<file path="src/rtl/xpf_pkg.sv">
package xpf_pkg;
    localparam int XPF_WIDTH_DEF = 9;
    localparam int XPF_DEPTH_DEF = 16;

    // Bit positions of the two directions inside an xpf_pair_t
    localparam int XPF_BIT_WR = 1;
    localparam int XPF_BIT_RD = 0;
    localparam int XPF_NDIR   = 2;

    typedef struct packed {
        logic wr;
        logic rd;
    } xpf_pair_t;

    function automatic int ptr_bits(input int depth);
        return (depth > 1) ? $clog2(depth) : 1;
    endfunction

    function automatic int cnt_bits(input int depth);
        return $clog2(depth + 1);
    endfunction
endpackage

</file>
<file path="src/rtl/xpf_ring_ptr.sv">
module xpf_ring_ptr #(
    parameter int DEPTH = 16,
    parameter int PW    = 4
) (
    input  logic          clk,
    input  logic          rst,
    input  logic          step,
    output logic [PW-1:0] ptr,
    output logic          at_last
);
    localparam logic [PW-1:0] LAST = PW'(DEPTH - 1);

    assign at_last = (ptr == LAST);

    always_ff @(posedge clk) begin
        if (rst) begin
            ptr <= '0;
        end else if (step) begin
            ptr <= at_last ? '0 : ptr + 1'b1;
        end
    end

    // a step from the last location lands on location zero
    p_wrap_to_zero_r3: assert property (@(posedge clk) disable iff (rst)
        step && at_last |=> ptr == '0);

    // the location never moves without a step
    p_hold_without_step_r2: assert property (@(posedge clk) disable iff (rst)
        !step |=> $stable(ptr));
endmodule

</file>
<file path="src/rtl/xpf_token.sv">
module xpf_token (
    input  logic clk,
    input  logic rst,
    input  logic head_n,
    input  logic take,
    input  logic give,
    output logic hold
);
    always_ff @(posedge clk) begin
        if (rst) begin
            hold <= ~head_n;
        end else begin
            hold <= (hold & ~give) | take;
        end
    end

    // an arriving token is held on the next cycle
    p_take_holds_r5: assert property (@(posedge clk) disable iff (rst)
        take |=> hold);

    // a token given away and not returned is gone
    p_give_drops_r3: assert property (@(posedge clk) disable iff (rst)
        give && !take |=> !hold);

    // a token can only be given by its holder
    p_give_needs_hold_r7: assert property (@(posedge clk) disable iff (rst)
        give |-> hold);
endmodule

</file>
<file path="src/rtl/xpf_store.sv">
module xpf_store #(
    parameter int WIDTH = 9,
    parameter int DEPTH = 16,
    parameter int PW    = 4
) (
    input  logic             clk,
    input  logic             rst,
    input  logic             we,
    input  logic [PW-1:0]    waddr,
    input  logic [WIDTH-1:0] wdata,
    input  logic             re,
    input  logic [PW-1:0]    raddr,
    output logic [WIDTH-1:0] rdata
);
    logic [WIDTH-1:0] mem [DEPTH];

    always_ff @(posedge clk) begin
        if (we) begin
            mem[waddr] <= wdata;
        end
    end

    always_ff @(posedge clk) begin
        if (rst) begin
            rdata <= '0;
        end else if (re) begin
            rdata <= mem[raddr];
        end
    end
endmodule

</file>
<file path="src/rtl/xpf_level.sv">
module xpf_level import xpf_pkg::*; #(
    parameter int DEPTH = 16
) (
    input  logic clk,
    input  logic rst,
    input  logic inc,
    input  logic dec,
    output logic empty_n,
    output logic full_n
);
    localparam int CW = cnt_bits(DEPTH);
    localparam logic [CW-1:0] FULLV = CW'(DEPTH);

    logic [CW-1:0] level;

    always_ff @(posedge clk) begin
        if (rst) begin
            level <= '0;
        end else begin
            case ({inc, dec})
                2'b10:   level <= level + 1'b1;
                2'b01:   level <= level - 1'b1;
                default: level <= level;
            endcase
        end
    end

    assign empty_n = (level != '0);
    assign full_n  = (level != FULLV);

    // the stage is never empty and full at once
    p_flags_exclusive_r9: assert property (@(posedge clk) disable iff (rst)
        !(!empty_n && !full_n));

    // no increment is requested while full
    p_no_inc_full_r8: assert property (@(posedge clk) disable iff (rst)
        !full_n |-> !inc);

    // no decrement is requested while empty
    p_no_dec_empty_r9: assert property (@(posedge clk) disable iff (rst)
        !empty_n |-> !dec);
endmodule

</file>
<file path="src/rtl/xpf_slice.sv">
module xpf_slice import xpf_pkg::*; #(
    parameter int WIDTH = XPF_WIDTH_DEF,
    parameter int DEPTH = XPF_DEPTH_DEF
) (
    input  logic             clk,
    input  logic             rst,
    input  logic             head_sel_n,
    input  logic             wr_strobe,
    input  logic [WIDTH-1:0] wr_data,
    input  logic             rd_strobe,
    input  logic             xin_wr,
    input  logic             xin_rd,
    output logic             xout_wr,
    output logic             xout_rd,
    output logic [WIDTH-1:0] rd_data,
    output logic             rd_oe,
    output logic             empty_n,
    output logic             full_n
);
    localparam int PW = ptr_bits(DEPTH);

    xpf_pair_t take, strobe, room, accept, give, hold, last;
    logic [PW-1:0]    loc [XPF_NDIR];
    logic [WIDTH-1:0] word_q;

    assign take.wr   = xin_wr;
    assign take.rd   = xin_rd;
    assign strobe.wr = wr_strobe;
    assign strobe.rd = rd_strobe;
    assign room.wr   = full_n;
    assign room.rd   = empty_n;

    // Per-direction ownership and location tracking
    for (genvar d = 0; d < XPF_NDIR; d++) begin : g_dir
        assign accept[d] = strobe[d] & hold[d] & room[d];
        assign give[d]   = accept[d] & last[d];

        xpf_ring_ptr #(
            .DEPTH (DEPTH),
            .PW    (PW)
        ) u_ptr (
            .clk     (clk),
            .rst     (rst),
            .step    (accept[d]),
            .ptr     (loc[d]),
            .at_last (last[d])
        );

        xpf_token u_tok (
            .clk    (clk),
            .rst    (rst),
            .head_n (head_sel_n),
            .take   (take[d]),
            .give   (give[d]),
            .hold   (hold[d])
        );
    end

    xpf_store #(
        .WIDTH (WIDTH),
        .DEPTH (DEPTH),
        .PW    (PW)
    ) u_store (
        .clk   (clk),
        .rst   (rst),
        .we    (accept.wr),
        .waddr (loc[XPF_BIT_WR]),
        .wdata (wr_data),
        .re    (accept.rd),
        .raddr (loc[XPF_BIT_RD]),
        .rdata (word_q)
    );

    xpf_level #(
        .DEPTH (DEPTH)
    ) u_level (
        .clk     (clk),
        .rst     (rst),
        .inc     (accept.wr),
        .dec     (accept.rd),
        .empty_n (empty_n),
        .full_n  (full_n)
    );

    always_ff @(posedge clk) begin
        if (rst) begin
            rd_oe <= 1'b0;
        end else begin
            rd_oe <= accept.rd;
        end
    end

    assign rd_data = rd_oe ? word_q : '0;
    assign xout_wr = give.wr;
    assign xout_rd = give.rd;

    // the output enable only follows a read strobe on a non-empty stage
    p_oe_after_read_r6: assert property (@(posedge clk) disable iff (rst)
        rd_oe |-> $past(rd_strobe) && $past(empty_n));

    // a write hand-off needs a write strobe on a stage with room
    p_xout_wr_cause_r3: assert property (@(posedge clk) disable iff (rst)
        xout_wr |-> wr_strobe && full_n);

    // a read hand-off needs a read strobe on a stage with data
    p_xout_rd_cause_r4: assert property (@(posedge clk) disable iff (rst)
        xout_rd |-> rd_strobe && empty_n);

    // an arriving write token finds the write location at zero
    p_entry_zero_wr_r5: assert property (@(posedge clk) disable iff (rst)
        xin_wr |=> loc[XPF_BIT_WR] == '0);

    // an arriving read token finds the read location at zero
    p_entry_zero_rd_r5: assert property (@(posedge clk) disable iff (rst)
        xin_rd |=> loc[XPF_BIT_RD] == '0);

    // a lone write strobe on a full stage leaves it full
    p_no_overflow_r8: assert property (@(posedge clk) disable iff (rst)
        !full_n && wr_strobe && !rd_strobe |=> !full_n);

    // a lone read strobe on an empty stage returns nothing
    p_no_underflow_r9: assert property (@(posedge clk) disable iff (rst)
        !empty_n && rd_strobe && !wr_strobe |=> !empty_n && !rd_oe);

    // without strobes the flags hold still
    p_idle_stable_r2: assert property (@(posedge clk) disable iff (rst)
        !wr_strobe && !rd_strobe |=> $stable(empty_n) && $stable(full_n));
endmodule

</file>
<file path="config.mk">
export PLATFORM = sky130hd
export DESIGN_NAME = xpf_slice
export DESIGN_NICKNAME = d
export VERILOG_FILES = /design/src/rtl/xpf_pkg.sv /design/src/rtl/xpf_ring_ptr.sv /design/src/rtl/xpf_token.sv /design/src/rtl/xpf_store.sv /design/src/rtl/xpf_level.sv /design/src/rtl/xpf_slice.sv
export SDC_FILE = /design/constraint.sdc
export NUM_CORES = 1
export LEC_CHECK = 0
export ABC_AREA = 1
export BUFFER_PORTS_ARGS = -buffer_cell sky130_fd_sc_hd__buf_4
export CAP_MARGIN = 15
export CORE_ASPECT_RATIO = 0.75
export CORE_MARGIN = 2
export CORE_UTILIZATION = 60
export CTS_CLUSTER_SIZE = 8
export DETAILED_ROUTE_END_ITERATION = 7
export PLACE_DENSITY = 0.84
export SETUP_SLACK_MARGIN = 0.2
export SYNTH_ARGS = -nofsm -noshare
export SYNTH_HDL_FRONTEND = slang
export SYNTH_SLANG_ARGS = --single-unit
</file>
<file path="constraint.sdc">
create_clock -name clk -period 5.22 [get_ports clk]
set_input_delay 0.522 -clock clk [delete_from_list [all_inputs] [get_ports clk]]
set_output_delay 0.522 -clock clk [all_outputs]
set_load 0.02 [all_outputs]
</file>
Yosys cells after proc, flatten, opt, wreduce, memory -nomap -nowiden
Memory sizes are Yosys's and may differ from the RTL's. A register that Yosys moved wholly into a read port is not among the register bits.
Cells that the tools add are included.
{ "classes": {"eq_ne": 5, "bitwise_logic": 13, "add_sub_neg": 4, "reduce_logical": 2, "n_mux": 8} }
{ "ops": {"columns": ["op", "n"], "rows": [
  ["one-hot mux 5 bit (2 select lines)", 1],
  ["2-to-1 mux 9 bit", 1],
  ["adder 4 x 1 -> 4 bit, second input constant", 2],
  ["bitwise AND 1 bit", 8],
  ["equality test 4 bit, second input constant", 2],
  ["2-to-1 mux 4 bit", 2],
  ["adder 5 x 1 -> 5 bit, second input constant", 1],
  ["!= test 5 bit, second input constant", 1],
  ["nonzero test 5 bit", 1],
  ["subtractor 5 x 1 -> 5 bit, second input constant", 1],
  ["2-to-1 mux 1 bit", 4],
  ["NOT 1 bit", 3],
  ["equality test 2 x 1 -> 1 bit, second input constant", 1],
  ["equality test 2 bit, second input constant", 1],
  ["OR 1 bit", 2],
  ["nonzero test 2 bit", 1]
]} }
{ "word_totals": {"ramBits": 144, "input_bits": 16, "reg_bits": 16, "output_inout_bits": 14, "mem_count": 1, "wordCells": 39} }
{ "mem_list": {"columns": ["name", "words", "word_bits", "rd", "rd_ports_with_merged_regs", "wr", "line", "rtl"], "rows": [
  ["u_store.mem", 16, 9, 1, 1, 1, "xpf_store.sv:15", "logic [WIDTH-1:0] mem [DEPTH];"]
]} }

Longest topological paths before layout
Gate-level depths: netlist (run 1).
{ "logic_depth": {"ltp_word": 7, "ltp_mapped": 16, "depth_no_buf": 15} }

Cells and area by module
Synthesis (run 1) repeated with hierarchy kept, for this count alone.
{ "hier_totals": {"hier_cells": 710, "area_unflattened_um2": 7283.2} }
{ "modules_own_cells": {"columns": ["module", "seq_area_each_um2", "n_inst", "cells_each", "area_each_um2"], "rows": [
  ["xpf_store", 4504.3, 1, 546, 6256.0],
  ["xpf_level", 100.1, 1, 61, 406.6],
  ["xpf_ring_ptr", 80.1, 2, 30, 198.9],
  ["xpf_slice", 20.0, 1, 29, 135.1],
  ["xpf_token", 20.0, 2, 7, 43.8]
]} }

Worst setup path after synthesis (run 1)
Ideal clock, no wire load.
{ "synth_path": {"path_kind": "register to register", "from": "reg u_level.level[0]", "to": "reg u_level.level[2]", "path_stages_with_launch": 14, "required_ps": 5105, "path_slack_ps": 3047, "period_less_slack_ps": 2173, "setup_time_ps": 115, "arrival_ps": 2058, "n_path_buf": 1, "cell_sequence": "dfxtp_1 nor2_4 nand4_2 nand2_2 inv_2 buf_6 ha_1 xor2_1 ha_1 inv_1 nand2_1 xor2_1 o21ai_0 inv_1"} }
{ "synth_between": {"elab_chain_len": 4, "word_cells_on_any_way": 10, "cone_classes": "2 x add/sub; 3 x eq/ne; 1 x mux; 2 x bitwise; 2 x reduce/logical"} }
{ "synth_rtl": {"columns": ["item", "line", "rtl"], "rows": [
  ["start, declared", "xpf_level.sv:14", "logic [CW-1:0] level;"],
  ["start signal, assigned", "xpf_level.sv:21", "2'b10: level <= level + 1'b1;"],
  ["start signal, assigned", "xpf_level.sv:22", "2'b01: level <= level - 1'b1;"],
  ["start signal, assigned", "xpf_level.sv:23", "default: level <= level;"],
  ["nonzero test 5 bit *", "xpf_level.sv:28", "assign empty_n = (level != '0);"],
  ["named net empty_n", "xpf_slice.sv:17", "output logic empty_n,"],
  ["bitwise AND 1 bit *", "xpf_slice.sv:35", "assign accept[d] = strobe[d] & hold[d] & room[d];"],
  ["named net g_dir[0].u_ptr.step", "xpf_ring_ptr.sv:7", "input logic step,"],
  ["equality test 2 x 1 -> 1 bit / equality test 2 bit (equally long branches)", "xpf_level.sv:20", "case ({inc, dec})"],
  ["one-hot mux 5 bit (2 select lines) / nonzero test 2 bit (equally long branches)", null, null]
]} }
The timed path passes the listed nets; every way through them passes the cells marked *.
A chain may end at the register's enable or synchronous reset.

Final worst setup path (run 1)
{ "layout_path": {"from": "reg g_dir[0].u_ptr.ptr[2]", "to": "out xout_rd"} }
{ "layout_between": {"elab_chain_len": 2} }
{ "layout_rtl": {"columns": ["item", "line", "rtl"], "rows": [
  ["start, declared", "xpf_ring_ptr.sv:8", "output logic [PW-1:0] ptr,"],
  ["start signal, assigned", "xpf_ring_ptr.sv:19", "ptr <= at_last ? '0 : ptr + 1'b1;"],
  ["equality test 4 bit", "xpf_ring_ptr.sv:13", "assign at_last = (ptr == LAST);"],
  ["bitwise AND 1 bit", "xpf_slice.sv:36", "assign give[d] = accept[d] & last[d];"],
  ["end, declared", "xpf_slice.sv:14", "output logic xout_rd,"]
]} }
No other way between the ends.

==> impl_metrics.json, run 1 <==
{
  "cts.sinks": 169,
  "yosys_warnings": 0,
  "fin_util_pct": 68.7,
  "reg2reg_depth": 15,
  "antenna_found_initial": 0,
  "postSynthCellCount": 784,
  "path_class": "reg2out",
  "rows": 35,
  "share_comb_of_total_power_pct": 22.0,
  "hp-start": "xin_rd",
  "grt_overflow_total": 0,
  "critPathTopFamily": "flip-flops",
  "grt_max_degree": 75,
  "hpwl_um": 11000,
  "grt_usage_pct": 27.6,
  "area.growth.synth_to_final_pct": 11.5,
  "finalWirelength_um": 17800,
  "cp.required_ps": 4700,
  "globalplace.congestion": 0.932,
  "dieHeight_um": 101,
  "drv_cap": 0,
  "r2r_start": "u_level.level[2]",
  "cts_buffer_depth": 2,
  "htree_num_levels": 4,
  "ctsHoldBuffers": 0,
  "slew-limit-headroom_pct": 27.4,
  "p_per_area_nw_per_um2": 448,
  "ys_seq_area_share_pct": 63.7,
  "finalSetupViolations": 0,
  "place_ws_ps": 2580,
  "finalHoldViolCount": 0,
  "dieArea_um2": 13600,
  "numCtsBuffers": 17,
  "detail_route.first_pass.iterations": 5,
  "syn_nets": 809,
  "p_clk_share_pct": 36.4,
  "vias": 5522,
  "viasPerCell": 5.63,
  "root_buffer": "clkbuf_16",
  "critical_path.max_stage_delay_ps": 880,
  "core_um2": 12300,
  "cp_max_fo": 21,
  "p_sw_w": 0.00116,
  "power.share.sequential_pct": 41.6,
  "final_cell_area_um2": 8450,
  "tns_ps": 0,
  "max_freq_mhz": 313,
  "ys_types": 28,
  "cts_setup_buffers": 0,
  "wl_per_cell_um": 18.1,
  "cp_num_buf_inv": 3,
  "worst_slew_pin_slew_ps": 1090,
  "diodes": 0,
  "nFillCells": 846,
  "clock_skew_ps": 9.67,
  "die_w_um": 134,
  "drt_iter0_drc": 812,
  "io_pins": 30,
  "p_sw_share_pct": 30.7,
  "startpoint_type": "flip-flop",
  "min-delay-path-class": "in2reg",
  "path_clk_slew_ps": 60,
  "worstHoldEndpoint": "g_dir[0].u_tok.hold",
  "post-route-period-util_pct": 61.1,
  "nets": 826,
  "p_leak_nw": 3.69,
  "fin_ws_ps": 2030,
  "cts.repair.resized": 0,
  "path_common_cell": "inv_1",
  "final_layout_size_suffix_gt1_share_pct": 9.58,
  "detail-route-antenna-nets": 0,
  "path_cells": "inv_1, nor3_1, nand2_1, inv_1, buf_4",
  "p_int_w": 0.00262,
  "cp_slowest_cell": "dfxtp_1",
  "post_dp_cell_area_um2": 7800,
  "grt_pass1_vias": 5119,
  "syn_avg_cell_area_um2": 9.67,
  "synth_seq_cells": 169,
  "slew_violations": 0,
  "portBuffers": 29,
  "max-vdd-ir-drop_uv": 267,
  "syn_area_um2": 7580,
  "outcome": "finished, final reports clean",
  "reg2reg_slack_ps": 2670,
  "drc": 0,
  "critPathArrivalTime_ps": 2670,
  "grt_pass1_wl_um": 27600,
  "worst_r2r_endpoint": "u_level.level[4]",
  "clkLatencyLatePin_ps": 430,
  "crit_path_end_kind": "output pin",
  "whs_ps": 303,
  "fin_crit_ps": 3190,
  "initial_core_util_pct": 61.6,
  "tritoncts": "yes",
  "hold_depth": 3,
  "rsz0062_at_grt": "no"
}
[cells in the final DEF (no fill, tap or decap)]
| cell | n |
|---|---|
| o21ai_0 | 4 |
| nor2_1 | 43 |
| dfxtp_2 | 1 |
| nand4_2 | 2 |
| nand2_2 | 2 |
| nand3_1 | 108 |
| nor3_1 | 2 |
| xor2_1 | 4 |
| nor2_4 | 1 |
| inv_1 | 112 |
| inv_2 | 4 |
| buf_4 | 31 |
| clkbuf_16 | 17 |
| nor3_2 | 3 |
| bufinv_16 | 5 |
| clkinv_1 | 2 |
| dfxtp_1 | 24 |
| edfxtp_1 | 144 |
| a21oi_1 | 7 |
| nand3b_1 | 1 |
| nand3_2 | 2 |
| or2_2 | 1 |
| inv_6 | 2 |
| a21boi_0 | 1 |
| clkinv_4 | 4 |
| xnor2_1 | 1 |
| ha_1 | 9 |
| clkinvlp_4 | 2 |
| nand2_1 | 272 |
| o21bai_1 | 1 |
| clkbuf_1 | 1 |
| buf_12 | 1 |
[power groups by stage]
stage                     sequential (W)  combinational, W  clock, W
after global placement           0.00160          0.000760         0
after CTS                        0.00157          0.000814   0.00138
after global routing             0.00158          0.000912   0.00143
after floorplan                  0.00159          0.000623         0
after detailed placement         0.00160          0.000794         0
final                            0.00157          0.000832   0.00138
[state kept, by name, indices dropped and copies added, names as in the netlist]
register and cells:
g_dir.u_ptr.ptr 8, g_dir.u_tok.hold 2, rd_oe 1, u_level.level 5
u_store.mem 144, u_store.rdata 9
[cell families (layout without fill, tap and decap cells)]
logic type               Yosys count  after routing  synth area share, %
AND/OR/NAND/NOR                  437            437                 24.3
flip-flops                       169            169                 63.7
buffers and inverters            151            181                 9.08
AO/OA/AOI/OAI                     13             13                0.924
adder cells (fa/ha/maj)            9              9                 1.49
XOR/XNOR                           5              5                0.578
[final cells by class]
| class | count | area [µm²] | area share (%) |
|---|---|---|---|
| Clock buffer | 18 | 429 | 5.08 |
| Multi-Input combinational cell | 464 | 2070 | 24.5 |
| Timing Repair Buffer | 32 | 253 | 2.99 |
| Clock inverter | 14 | 221 | 2.62 |
| Sequential cell | 169 | 4830 | 57.1 |
| Tap cell | 166 | 208 | 2.46 |
| Inverter | 117 | 439 | 5.20 |
[cell usage after synthesis]
cell / n / area share, %
a21boi_0: 1 / 0.099
a21oi_1: 7 / 0.46
buf_1: 1 / 0.049
buf_2: 13 / 0.86
buf_4: 4 / 0.40
buf_6: 12 / 1.8
clkbuf_1: 4 / 0.20
clkinv_1: 1 / 0.049
dfxtp_1: 25 / 6.6
edfxtp_1: 144 / 57
ha_1: 9 / 1.5
inv_1: 112 / 5.5
inv_2: 4 / 0.20
nand2_1: 272 / 13
nand2_2: 2 / 0.17
nand3_1: 108 / 7.1
nand3_2: 2 / 0.26
nand3b_1: 1 / 0.099
nand4_2: 2 / 0.33
nor2_1: 43 / 2.1
nor2_4: 1 / 0.15
nor3_1: 3 / 0.20
nor3_2: 2 / 0.26
o21ai_0: 4 / 0.26
o21bai_1: 1 / 0.099
or2_2: 1 / 0.083
xnor2_1: 1 / 0.12
xor2_1: 4 / 0.46
[metrics by stage]
step           power, W  cells
2_1_floorplan   0.00221    784
3_3_place_gp    0.00236    947
3_5_place_dp    0.00239    948
4_1_cts         0.00376    980
5_1_grt         0.00392    980
6_report        0.00378    980
[worst max path at each step]
stage | start | to | slack [ps] | depth (start not counted)
floorplan | u_level.level[0] | u_level.level[2] | 3050 | 13
global placement | g_dir[0].u_ptr.ptr[2] | xout_rd | 2740 | 5
detailed placement | g_dir[0].u_ptr.ptr[2] | xout_rd | 2580 | 5
CTS | g_dir[0].u_ptr.ptr[2] | xout_rd | 2090 | 5
global route | g_dir[0].u_ptr.ptr[2] | xout_rd | 1880 | 5
finish | g_dir[0].u_ptr.ptr[2] | xout_rd | 2030 | 5
[layer usage]
metal  wire length (µm)  up-vias  global-route usage, %  part of all wire (%)
met5                  0        -                      0                     0
met4                385        0                   8.27                   2.2
met3               2050       41                   6.91                    12
met2               8130      324                   42.0                    46
met1               7190     2615                   40.0                    40
li1                   -     2542                      -                     -
[worst reg2reg max path: stages, from the launching register on]
cell     delay, ps
dfxtp_1        370
inv_1          120
nand4_2        150
nand2_2        100
inv_2          330
ha_1           380
xor2_1         230
ha_1           180
inv_1           40
nand2_1        110
nand3_1        120
nand2_1         80
nand2_1         40
nand2_1         70
nand2_1         50
a21oi_1        120
(Power assumes the default switching activity.)
==> run 2, diff against run 1 <==
--- a/config.mk
+++ b/config.mk
@@ -10,10 +10,10 @@
 export CAP_MARGIN = 15
 export CORE_ASPECT_RATIO = 0.75
 export CORE_MARGIN = 2
-export CORE_UTILIZATION = 60
+export CORE_UTILIZATION = 56
 export CTS_CLUSTER_SIZE = 8
 export DETAILED_ROUTE_END_ITERATION = 7
-export PLACE_DENSITY = 0.84
+export PLACE_DENSITY = 0.82
 export SETUP_SLACK_MARGIN = 0.2
 export SYNTH_ARGS = -nofsm -noshare
 export SYNTH_HDL_FRONTEND = slang
==> constraint.sdc (replaced) <==
create_clock -name clk -period 2.85 [get_ports clk]
set_input_delay 0.285 -clock clk [delete_from_list [all_inputs] [get_ports clk]]
set_output_delay 0.285 -clock clk [all_outputs]
set_load 0.02 [all_outputs]
==> impl_metrics.json, run 2 (synthesized netlist as in run 1, its figures left out) <==
{
  "outcome": "finished, final reports clean",
  "grt_pass1_vias": 5111,
  "startpoint_type": "flip-flop",
  "grt_pass1_wl_um": 26800,
  "mostFrequentLayoutCell": "nand2_1",
  "largest_reg_flops": 144,
  "p_per_area_nw_per_um2": 787,
  "ctsHoldBuffers": 0,
  "drt_iter0_drc": 706,
  "max_freq_mhz": 420,
  "worst_slew_pin_slew_ps": 803,
  "grt_max_degree": 75,
  "grt_usage_pct": 24.4,
  "core_um2": 13100,
  "total_power_w": 0.00665,
  "path_clk_slew_ps": 60,
  "worst_r2r_endpoint": "u_level.level[4]",
  "regMostFlops": "u_store.mem",
  "htree_num_levels": 4,
  "antenna_found_initial": 0,
  "post-route-period-util_pct": 83.4,
  "area.growth.synth_to_final_pct": 11.5,
  "final_layout_size_suffix_gt1_share_pct": 10.2,
  "nFillCells": 1004,
  "cp_max_fo": 74,
  "cts_setup_buffers": 0,
  "max-vdd-ir-drop_uv": 516,
  "cts_buffer_depth": 2,
  "reg2reg_depth": 14,
  "detail-route-antenna-nets": 0,
  "clock_skew_ps": 6.07,
  "finalHoldViolCount": 0,
  "wl_per_cell_um": 16.9,
  "nets": 836,
  "vias": 5403,
  "p_leak_nw": 3.72,
  "finalSetupViolations": 0,
  "hpwl_um": 10300,
  "cts.sinks": 169,
  "critPathArrivalTime_ps": 2090,
  "rsz0062_at_grt": "no",
  "clkLatencyLatePin_ps": 420,
  "diodes": 0,
  "io_pins": 30,
  "crit_path_end_kind": "output pin",
  "finalWirelength_um": 16900,
  "drc": 0,
  "crit_end": "xout_rd",
  "slew_violations": 0,
  "drv_cap": 0,
  "die_w_um": 138,
  "top_regs": "u_store.mem (144), u_store.rdata (9), g_dir.u_ptr.ptr (8)",
  "cp.required_ps": 2570,
  "globalplace.congestion": 0.884,
  "tritoncts": "yes",
  "rows": 36,
  "crit_start": "g_dir[0].u_ptr.ptr[0]",
  "layout_common_cells": "nand2_1, edfxtp_1, inv_1",
  "viasPerCell": 5.43,
  "fin_crit_ps": 2380,
  "min-delay-path-class": "in2reg",
  "numCtsBuffers": 17,
  "path_class": "reg2out",
  "root_buffer": "clkbuf_16",
  "dieArea_um2": 14500,
  "portBuffers": 29,
  "detail_route.first_pass.iterations": 5,
  "reg2reg_slack_ps": 730,
  "slew-limit-headroom_pct": 46.3,
  "dieHeight_um": 105,
  "initial_core_util_pct": 57.8,
  "r2r_start": "u_level.level[0]",
  "grt_overflow_total": 0,
  "tns_ps": 0
}
-- run 2: changes by cell type in the layout (fill, tap and decap cells not counted) --
cell / before / now
buf_4: 31 / 40
bufinv_16: 5 / 1
clkbuf_1: 1 / 4
clkbuf_8: 0 / 3
clkinv_2: 0 / 3
clkinv_4: 4 / 1
clkinvlp_4: 2 / 0
inv_6: 2 / 0
buf_6: 0 / 1
clkbuf_16: 17 / 18
inv_4: 0 / 1
nor3_1: 2 / 3
nor3_2: 3 / 2
-- run 2: routing by layer --
metal	vias to the layer above	GRT usage, %	part of all wire [%]
met5	-	0	0
met4	0	7.94	1.4
met3	27	5.96	9.8
li1	2565	-	-
met2	260	38.4	47
met1	2551	33.9	42
-- run 2: what timing repair did --
action / in CTS / in global routing
endpoints found under the hold margin: 0 / 0
endpoints found under the setup margin: 0 / 1
gates resized for setup: 0 / 1
-- run 2: worst min-delay path by stage --
| stage | slack (ps) | cells after the start | start | endpoint |
|---|---|---|---|---|
| finish | 80 | 3 | xin_wr | g_dir[1].u_tok.hold |
| floorplan | 380 | 0 | wr_data[0] | u_store.mem[0][0] |
| global placement | 470 | 2 | g_dir[0].u_tok.hold | g_dir[0].u_tok.hold |
| global route | 90 | 3 | xin_wr | g_dir[1].u_tok.hold |
| CTS | 80 | 3 | xin_wr | g_dir[1].u_tok.hold |
| detailed placement | 500 | 2 | g_dir[1].u_tok.hold | g_dir[1].u_tok.hold |
-- run 2: critical path: stages (launching register included) --
cell and delay (ps):
dfxtp_2 350, buf_6 460, ha_1 300, inv_1 50
nor3_1 130, nand2_1 110, inv_1 70, buf_4 130
-- run 2: report_power, final --
part / total, W / internal, W / switching (W)
Sequential: 0.00288 / 0.00280 / 0.0000787
Combinational: 0.00155 / 0.000460 / 0.00109
Clock: 0.00222 / 0.00132 / 0.000905
Total: 0.00665 / 0.00458 / 0.00207
-- run 2: cell type report --
type / instances / area (µm²) / share of cell area (%)
Clock inverter: 7 / 63.8 / 0.755
Timing Repair Buffer: 42 / 332 / 3.92
Inverter: 117 / 439 / 5.20
Tap cell: 171 / 214 / 2.53
Sequential cell: 169 / 4830 / 57.1
Multi-Input combinational cell: 464 / 2070 / 24.5
Clock buffer: 25 / 507 / 6.00
-- run 2: through the flow --
stage               setup WS, ps  hold WS (ps)  instance area (µm²)  cells  util, %
CTS                          334          79.0                 8440    995     64.4
detailed placement           737           503                 7870    963     60.1
floorplan                    677           384                 7580    784        -
finish                       472          77.1                 8450    995     64.5
global placement             819           473                 7870    963     60.1
global route                 323          86.7                 8450    995     64.5
==> run 3, diff against run 2 <==
==> constraint.sdc (replaced) <==
create_clock -name clk -period 2 [get_ports clk]
set_input_delay 0.2 -clock clk [delete_from_list [all_inputs] [get_ports clk]]
set_output_delay 0.2 -clock clk [all_outputs]
set_load 0.02 [all_outputs]
==> impl_metrics.json, run 3 (synthesized netlist as in run 1, its figures left out) <==
{
  "reg2reg_slack_ps": -190,
  "die_w_um": 138,
  "core_um2": 13100,
  "max_freq_mhz": 457,
  "rows": 36,
  "numCtsBuffers": 17,
  "path_cells": "nor2_4, nand4_4, nand2_4, inv_4, ha_4, xor2_2, ha_4, inv_2, nand2_2, buf_4, xor2_1, o21ai_1, inv_1",
  "drv_cap": 0,
  "path_common_cell": "ha_4",
  "nets": 866,
  "worst_r2r_endpoint": "u_level.level[2]",
  "critical_path.max_stage_delay_ps": 360,
  "cts.sinks": 169,
  "globalplace.congestion": 0.954,
  "cp.required_ps": 2320,
  "dieHeight_um": 105,
  "path_class": "reg2reg",
  "critPathArrivalTime_ps": 2510,
  "cts_buffer_depth": 2,
  "finalWirelength_um": 18000,
  "violations": "setup timing",
  "vias": 5619,
  "drc": 0,
  "initial_core_util_pct": 57.8,
  "outcome": "finished, violations left",
  "largest_reg_flops": 144,
  "p_per_area_nw_per_um2": 1110,
  "diodes": 0,
  "cp_slowest_cell": "dfxtp_4",
  "finalHoldViolCount": 0,
  "slew-limit-headroom_pct": 69.4,
  "crit_path_end_kind": "flip-flop",
  "r2r_start": "u_level.level[3]",
  "final_layout_size_suffix_gt1_share_pct": 16.5,
  "max-vdd-ir-drop_uv": 774,
  "root_buffer": "clkbuf_16",
  "area.growth.synth_to_final_pct": 16.6,
  "hpwl_um": 10300,
  "clock_skew_ps": 8.69,
  "grt_pass1_vias": 5021,
  "viasPerCell": 5.48,
  "layout_common_cells": "nand2_1, edfxtp_1, nand3_1",
  "worstHoldEndpoint": "u_level.level[4]",
  "post_dp_cell_area_um2": 8020,
  "path_clk_slew_ps": 60,
  "grt_pass1_wl_um": 26800,
  "portBuffers": 29,
  "reg2reg_depth": 13,
  "worst_slew_pin_slew_ps": 459,
  "wl_per_cell_um": 17.6,
  "antenna_found_initial": 0,
  "whs_ps": 53.3,
  "layout.cells.non_filler": 1025,
  "tns_ps": -374,
  "final_cell_area_um2": 8840,
  "startpoint_type": "flip-flop",
  "slew_violations": 0,
  "top_regs": "u_store.mem (144), u_store.rdata (9), g_dir.u_ptr.ptr (8)",
  "min-delay-path-class": "in2reg",
  "regMostFlops": "u_store.mem",
  "dieArea_um2": 14500,
  "tritoncts": "yes",
  "post-route-period-util_pct": 110,
  "p_leak_nw": 3.88,
  "drt_iter0_drc": 771,
  "hold_depth": 2,
  "clkLatencyLatePin_ps": 430,
  "finalSetupViolations": 4,
  "rsz0062_at_grt": "yes",
  "grt_usage_pct": 24.6,
  "hp-start": "rst",
  "detail_route.first_pass.iterations": 6,
  "grt_max_degree": 39,
  "cp_max_fo": 4,
  "mostFrequentLayoutCell": "nand2_1",
  "io_pins": 30,
  "fin_crit_ps": 2190,
  "htree_num_levels": 4,
  "dp.cells": 977,
  "grt_overflow_total": 0,
  "detail-route-antenna-nets": 0,
  "fin_ws_ps": -190
}
-- run 3: final cells by class --
type	count	area, µm²
flip-flops and latches	169	4840
inverters	117	452
well taps	171	214
clock buffers	18	429
clock inverters	14	101
repair buffers	72	611
multi-input cells	464	2190
fillers	924	4270
-- run 3: how the worst max path moves through the flow --
stage	from	to	slack, ps	cells past startpoint
after floorplan	u_level.level[3]	u_level.level[4]	40	15
after global placement	u_level.level[4]	u_level.level[4]	140	15
after detailed placement	u_level.level[4]	u_level.level[4]	120	15
after CTS	u_level.level[0]	xout_wr	90	8
after global routing	u_level.level[3]	u_level.level[2]	-200	13
final	u_level.level[3]	u_level.level[2]	-190	13
-- run 3: report_power, final --
part / internal, W / switching, W / total [W]
clock: 0.00159 / 0.00136 / 0.00294
sequential: 0.00400 / 0.000134 / 0.00414
combinational: 0.000934 / 0.00176 / 0.00270
total: 0.00652 / 0.00325 / 0.00978
-- run 3: metrics by stage --
| step | setup slack (ps) | power, W | util, % |
|---|---|---|---|
| floorplan | 36.6 | 0.00585 | - |
| global placement | 142 | 0.00635 | 61.2 |
| detailed placement | 118 | 0.00637 | 61.2 |
| CTS | 87.6 | 0.00947 | 66.5 |
| global route | -205 | 0.0102 | 67.4 |
| finish | -190 | 0.00978 | 67.4 |
-- run 3: timing repair --
action	4_1_cts	5_1_grt
setup buffers	7	6
endpoints found under the setup margin	4	7
resized for setup	19	20
gates cloned	1	0
hold endpoints to repair	2	0
pin swaps	6	9
hold buffers	2	0
-- run 3: layer usage --
metal  GRT usage, %  part of all wire [%]  vias to the layer above
li1               -                     -                     2631
met1           34.5                    41                     2627
met2           36.8                    46                      309
met3           6.83                   9.4                       52
met4           9.91                   3.7                        0
met5              0                     0                        -
-- run 3: worst max-delay path: cells and delay by family (launching register included) --
family | cells | cell delay [ps]
simple gates | 4 | 590
flops | 1 | 360
fa+ha+maj | 2 | 350
xor+xnor | 2 | 340
buf+inv | 4 | 290
compound gates | 1 | 140
